**config.mk**
```make
export PLATFORM = sky130hd
export DESIGN_NAME = tmr_flags
export DESIGN_NICKNAME = d
export VERILOG_FILES = /design/src/rtl/tmr_flags.sv
export SDC_FILE = /design/constraint.sdc
export NUM_CORES = 1
export LEC_CHECK = 0
export ABC_AREA = 1
export BUFFER_PORTS_ARGS = -buffer_cell sky130_fd_sc_hd__buf_2
export CORE_AREA = 10 10 87 89
export DETAILED_ROUTE_END_ITERATION = 10
export DIE_AREA = 0 0 97 99
export GPL_ROUTABILITY_DRIVEN = 0
export GPL_TIMING_DRIVEN = 0
export RECOVER_POWER = 25
export SETUP_SLACK_MARGIN = 0.3
export SLEW_MARGIN = 10
export SYNTH_ARGS = -nofsm -noshare
export SYNTH_HDL_FRONTEND = slang
export SYNTH_SLANG_ARGS = --single-unit
```
**constraint.sdc**
```tcl
create_clock -name clk -period 1.35 [get_ports clk]
set_input_delay 0.27 -clock clk [delete_from_list [all_inputs] [get_ports clk]]
set_output_delay 0.27 -clock clk [all_outputs]
set_load 0.02 [all_outputs]
```
**src/rtl/tmr_flags.sv**
```systemverilog
module tmr_flags #(
  parameter int CNT_W = 16,
  parameter int NCH   = 4,
  parameter int PS_W  = 3
) (
  input  logic             clk,
  input  logic             rst_n,
  input  logic             en,
  input  logic [PS_W-1:0]  psel,
  input  logic [NCH-1:0]   cap_evt,
  input  logic [NCH-1:0]   cmp_evt,
  input  logic             fast_clr,
  input  logic [NCH-1:0]   cap_rd,
  input  logic [NCH-1:0]   cmp_wr,
  input  logic             chf_wr,
  input  logic [NCH-1:0]   chf_wdata,
  input  logic             ovf_wr,
  input  logic             ovf_wbit,
  output logic [CNT_W-1:0] count,
  output logic [7:0]       chf_q,
  output logic [7:0]       ovf_q
);
  localparam int DIV_W = (1 << PS_W) - 1;

  logic [DIV_W-1:0] div_q, div_lim;
  logic [PS_W-1:0]  act_q;
  logic [CNT_W-1:0] cnt_q;
  logic [NCH-1:0]   flg_q, flg_set, flg_clr;
  logic             ovf_r, tick, wrap;

  assign div_lim = ~({DIV_W{1'b1}} << act_q);
  assign tick    = en & (div_q == div_lim);
  assign wrap    = tick & (&cnt_q);

  assign flg_set = cap_evt | cmp_evt;
  assign flg_clr = (chf_wr ? chf_wdata : '0) | (fast_clr ? (cap_rd | cmp_wr) : '0);

  always_ff @(posedge clk or negedge rst_n) begin
    if (!rst_n) begin
      div_q <= '0;
      act_q <= '0;
      cnt_q <= '0;
    end else begin
      if (en) div_q <= tick ? '0 : div_q + 1'b1;
      if (tick) cnt_q <= cnt_q + 1'b1;
      if (wrap) act_q <= psel;
    end
  end

  always_ff @(posedge clk or negedge rst_n) begin
    if (!rst_n) begin
      flg_q <= '0;
      ovf_r <= 1'b0;
    end else begin
      flg_q <= (flg_q & ~flg_clr) | flg_set;
      ovf_r <= (ovf_r & ~(ovf_wr & ovf_wbit)) | wrap;
    end
  end

  assign count = cnt_q;
  assign chf_q = {{(8-NCH){1'b0}}, flg_q};
  assign ovf_q = {ovf_r, 7'b0};
endmodule

```
Yosys cells after proc, flatten, opt, wreduce, memory -nomap -nowiden
Index checks and enable logic that the tools add are counted.
{ "classes": {"n_reduce_logical": 1, "shift": 1, "addsub": 2, "n_mux": 3, "n_bitwise": 13, "n_eq_ne": 1} }
{ "ops": {"columns": ["cell", "n"], "rows": [
  ["$add A16 B1 Y16 const B", 1],
  ["$or A4 B4 Y4", 4],
  ["$reduce_and A16 Y1", 1],
  ["$mux W4", 2],
  ["$add A7 B1 Y7 const B", 1],
  ["$eq A7 B7 Y1", 1],
  ["$mux W7", 1],
  ["$not A7 Y7", 1],
  ["$shl A7 B3 Y7 const A", 1],
  ["$and A1 B1 Y1", 4],
  ["$and A4 B4 Y4", 1],
  ["$not A4 Y4", 1],
  ["$not A1 Y1", 1],
  ["$or A1 B1 Y1", 1]
]} }
{ "totals": {"output_inout_bits": 32, "in_bits": 30, "reg_bits": 31, "word_cells": 26} }

Logic depth before layout (Yosys ltp)
{ "depth": {"depth_word": 6, "ltp_mapped": 13, "depth_no_buf": 11} }

Least setup slack after synthesis
No wires, ideal clock.
{ "synth_timing": {"kind": "reg2reg", "startpoint": "register cnt_q[0] (netlist: count[0])", "endpoint": "register act_q[0]", "n_path_buf": 0, "required_time_ns": 1.233, "synth_period_minus_slack_ns": 1.533, "slack_ns": -0.183, "arrival_ns": 1.416, "setup_ns": 0.117, "stages_incl_launch_ff": 9, "cell_sequence": "dfrtp_1 > ha_1 > nand2_1 > nor2_1 > nand2_1 > nor2_1 > nand4_1 > nand2_1 > nand2_1"} }
{ "synth_between": {"elab_chain_len": 2} }
{ "synth_rtl": {"columns": ["item", "line", "rtl"], "rows": [
  ["start, declared", "27", "logic [CNT_W-1:0] cnt_q;"],
  ["start signal, assigned", "45", "if (tick) cnt_q <= cnt_q + 1'b1;"],
  ["$reduce_and A16 Y1", "33", "assign wrap = tick & (&cnt_q);"],
  ["$and A1 B1 Y1", "33", null],
  ["end signal, assigned", "46", "if (wrap) act_q <= psel;"],
  ["end, declared", "26", "logic [PS_W-1:0] act_q;"]
]} }
Every way passes these cells.
A chain may end at the register's enable or synchronous reset.

Worst setup path in the final report
{ "layout_timing": {"startpoint": "register act_q[2]", "endpoint": "register cnt_q[14] (netlist: count[14])"} }
{ "layout_between": {"elab_chain_len": 4} }
{ "layout_rtl": {"columns": ["item", "line", "rtl"], "rows": [
  ["$shl A7 B3 Y7", "31", "assign div_lim = ~({DIV_W{1'b1}} << act_q);"],
  ["$not A7 Y7", "31", null],
  ["$eq A7 B7 Y1", "32", "assign tick = en & (div_q == div_lim);"],
  ["$and A1 B1 Y1", "32", null]
]} }
Every way passes these cells.

==> results.tsv <==
metric	value	unit
hpwlAfterDp	3.949	mm
synth.avg_cell_area	7.338	um2
netlist_area	2003	um2
finalNetCount	390	
routed_wl	5.480	mm
seq_area_frac_synth	0.3873	
grt_overflow	0	
synth_enable_flop_cells	0	
io_buffers	50	
drt_iter0_markers	51	
drc	0	
syn_to_final_growth	43.16	%
vias_per_cell	4.470	
numClockSinks	31	
arrival	1.77	ns
final.period_utilization	1.154	
synth-seq-cells	31	
max-slew-margin-rel	0.4563	
tns	-4.601	ns
clkTransAtPathRegs	0.07	ns
worst_clock_skew	0.004002	ns
clk_latency	0.28	ns
rsz0062_at_grt	yes	
tightestPinTransition	0.8156	ns
rows	28	
violations	negative setup slack	
synth-main-ff-cell	dfrtp_1	
grt_pass1_wl	9.039	mm
hold_ws	0.07188	ns
crit-reg2reg-launch	act_q[2]	
worstSetupPathType	flop to flop	
grt_pass1_vias	1877	
initial_core_util	0.3424	
die_y	99	um
grt_max_degree	32	
clk_path_buf_depth	2	
min_path_type	input pin to asynchronous set/reset pin	
root_buffer	clkbuf_8	
wl_per_cell	12.63	um
drv_cap	0	
fmax	0.6420	GHz
antennaDiodeCount	0	
core	5851	um2
worst_slack	-0.2076	ns
antenna_left	0	
cts_buffers	5	
vdd_drop_max	0.6288	mV
fill_cells	588	
drive_gt1_frac	0.3900	
crit_path_start	act_q[2]	
slew_viol_final	0	
fin_crit	1.558	ns
path_max_fanout	8	
p_leak	1.422	nW
cts_hold_buf	0	
fp.dieW	97	um
htree_levels	2	
dp_slack	-0.2776	ns
powerDensity	1021	nW/um2
synthTopCellsByArea	dfrtp_1 (39%), nand2_1 (20%), nor2_1 (6.0%), buf_4 (4.5%), xor2_1 (3.5%)	
num_vias	1940	
synth_common_cells	nand2_1 (107), nor2_1 (32), dfrtp_1 (31), inv_1 (16), nand3_1 (13)	
crit_required	1.57	ns
end_kind	flop	
cts_tree	built	
finalSetupViolations	26	
synthArstFlopShare	1.000	
synth_most_common_cell	nand2_1	
start_kind	flop	
yosysTopAreaCell	dfrtp_1	
synth_warnings	0	
synthCells	273	
dr.pass1.iters	4	
die_area	9603	um2
yosysUniqueCellTypes	26	
postLayoutCoreUtil	0.4902	
antenna_found_initial	0	
grt_usage	0.1122	
io_pins	62	
yosysTopAreaCellShare	0.3873	
hold_viol	0	
status	finished, violations left	
path summary, 6_finish.rpt:
kind                             end  slack [ns]  cells past startpoint
setup / recovery           count[14]       -0.21                     13
hold / removal              div_q[0]        0.07                      1
setup reg to reg           count[14]       -0.21                     13
hold reg to reg            count[14]        0.55                      2
max in group asynchronous  count[10]        0.70                      1
min in group clk            flg_q[0]        0.19                      2
layout make-up:
type / instances / area (um2) / share of cell area
Timing Repair Buffer: 68 / 516.7 / 0.1802
Clock buffer: 7 / 76.32 / 0.02661
Sequential cell: 31 / 792.0 / 0.2762
Clock inverter: 1 / 5.005 / 0.001745
Multi-Input combinational cell: 217 / 1141 / 0.3979
Inverter: 18 / 80.08 / 0.02792
Buffer: 17 / 162.7 / 0.05672
Tap cell: 75 / 93.84 / 0.03272
cells in the final DEF, fill, tap and decap left out, drive strengths merged, types with 3 or more instances in the layout:
master and n:
o21ai 11, nand4 9, xnor2 6, clkbuf 9
inv 18, nor2 36, nand3 13, nand2 111
a311o 4, dfrtp 31, xor2 8, conb 11
buf 83, nand3b 3
sequential cells by signal (all words and copies together) (netlist names):
name,count
ovf_r,1
flg_q,4
div_q,7
act_q,3
count,16
critical path: stages (launching register included):
cell and delay [ns]:
dfrtp_1 0.38, buf_6 0.15, inv_6 0.07, nand2_4 0.05
nand2_2 0.05, nand2_2 0.04, nor2_2 0.09, nand2_2 0.07
nor2_4 0.13, nand2_4 0.12, inv_8 0.10, clkbuf_16 0.14
nand2_2 0.04, nand2_1 0.06
metrics by stage:
stage	cell area [um2]	cells	total power [mW]
after floorplan	2095	283	1.813
after global placement	2439	408	2.024
after detailed placement	2439	408	2.036
after CTS	2711	427	2.820
after global routing	2868	434	3.175
final	2868	434	2.927
report_power, final:
group          switching (mW)  leakage, nW  internal (mW)  total, mW
clock network           0.353       0.0422          0.362      0.714
logic                   0.544        0.999          0.458       1.00
registers               0.155        0.381           1.05       1.21
layer usage:
layer	share of wire	vias to the layer above	GRT usage
met1	0.44	896	0.1336
met2	0.51	30	0.1903
met5	0	-	0
met3	0.051	4	0.03701
met4	0.0049	0	0.02724
li1	-	1010	-
kinds of logic after synthesis:
logic type / Yosys count / share of synthesized area
AO/OA/AOI/OAI: 17 / 0.05809
XOR/XNOR: 14 / 0.06121
adder cells (fa/ha/maj): 2 / 0.01249
buffers and inverters: 35 / 0.1093
flip-flops: 31 / 0.3873
other: 1 / 0.001872
AND/OR/NAND/NOR: 173 / 0.3698
what timing repair did:
action / in CTS / in global routing
setup endpoints to repair: 48 / 48
gates resized for setup: 37 / 33
pin swaps: 5 / 7
buffers inserted: 11 / 6
gates cloned: 0 / 1
No activity file was read; power rests on OpenSTA's default activity.
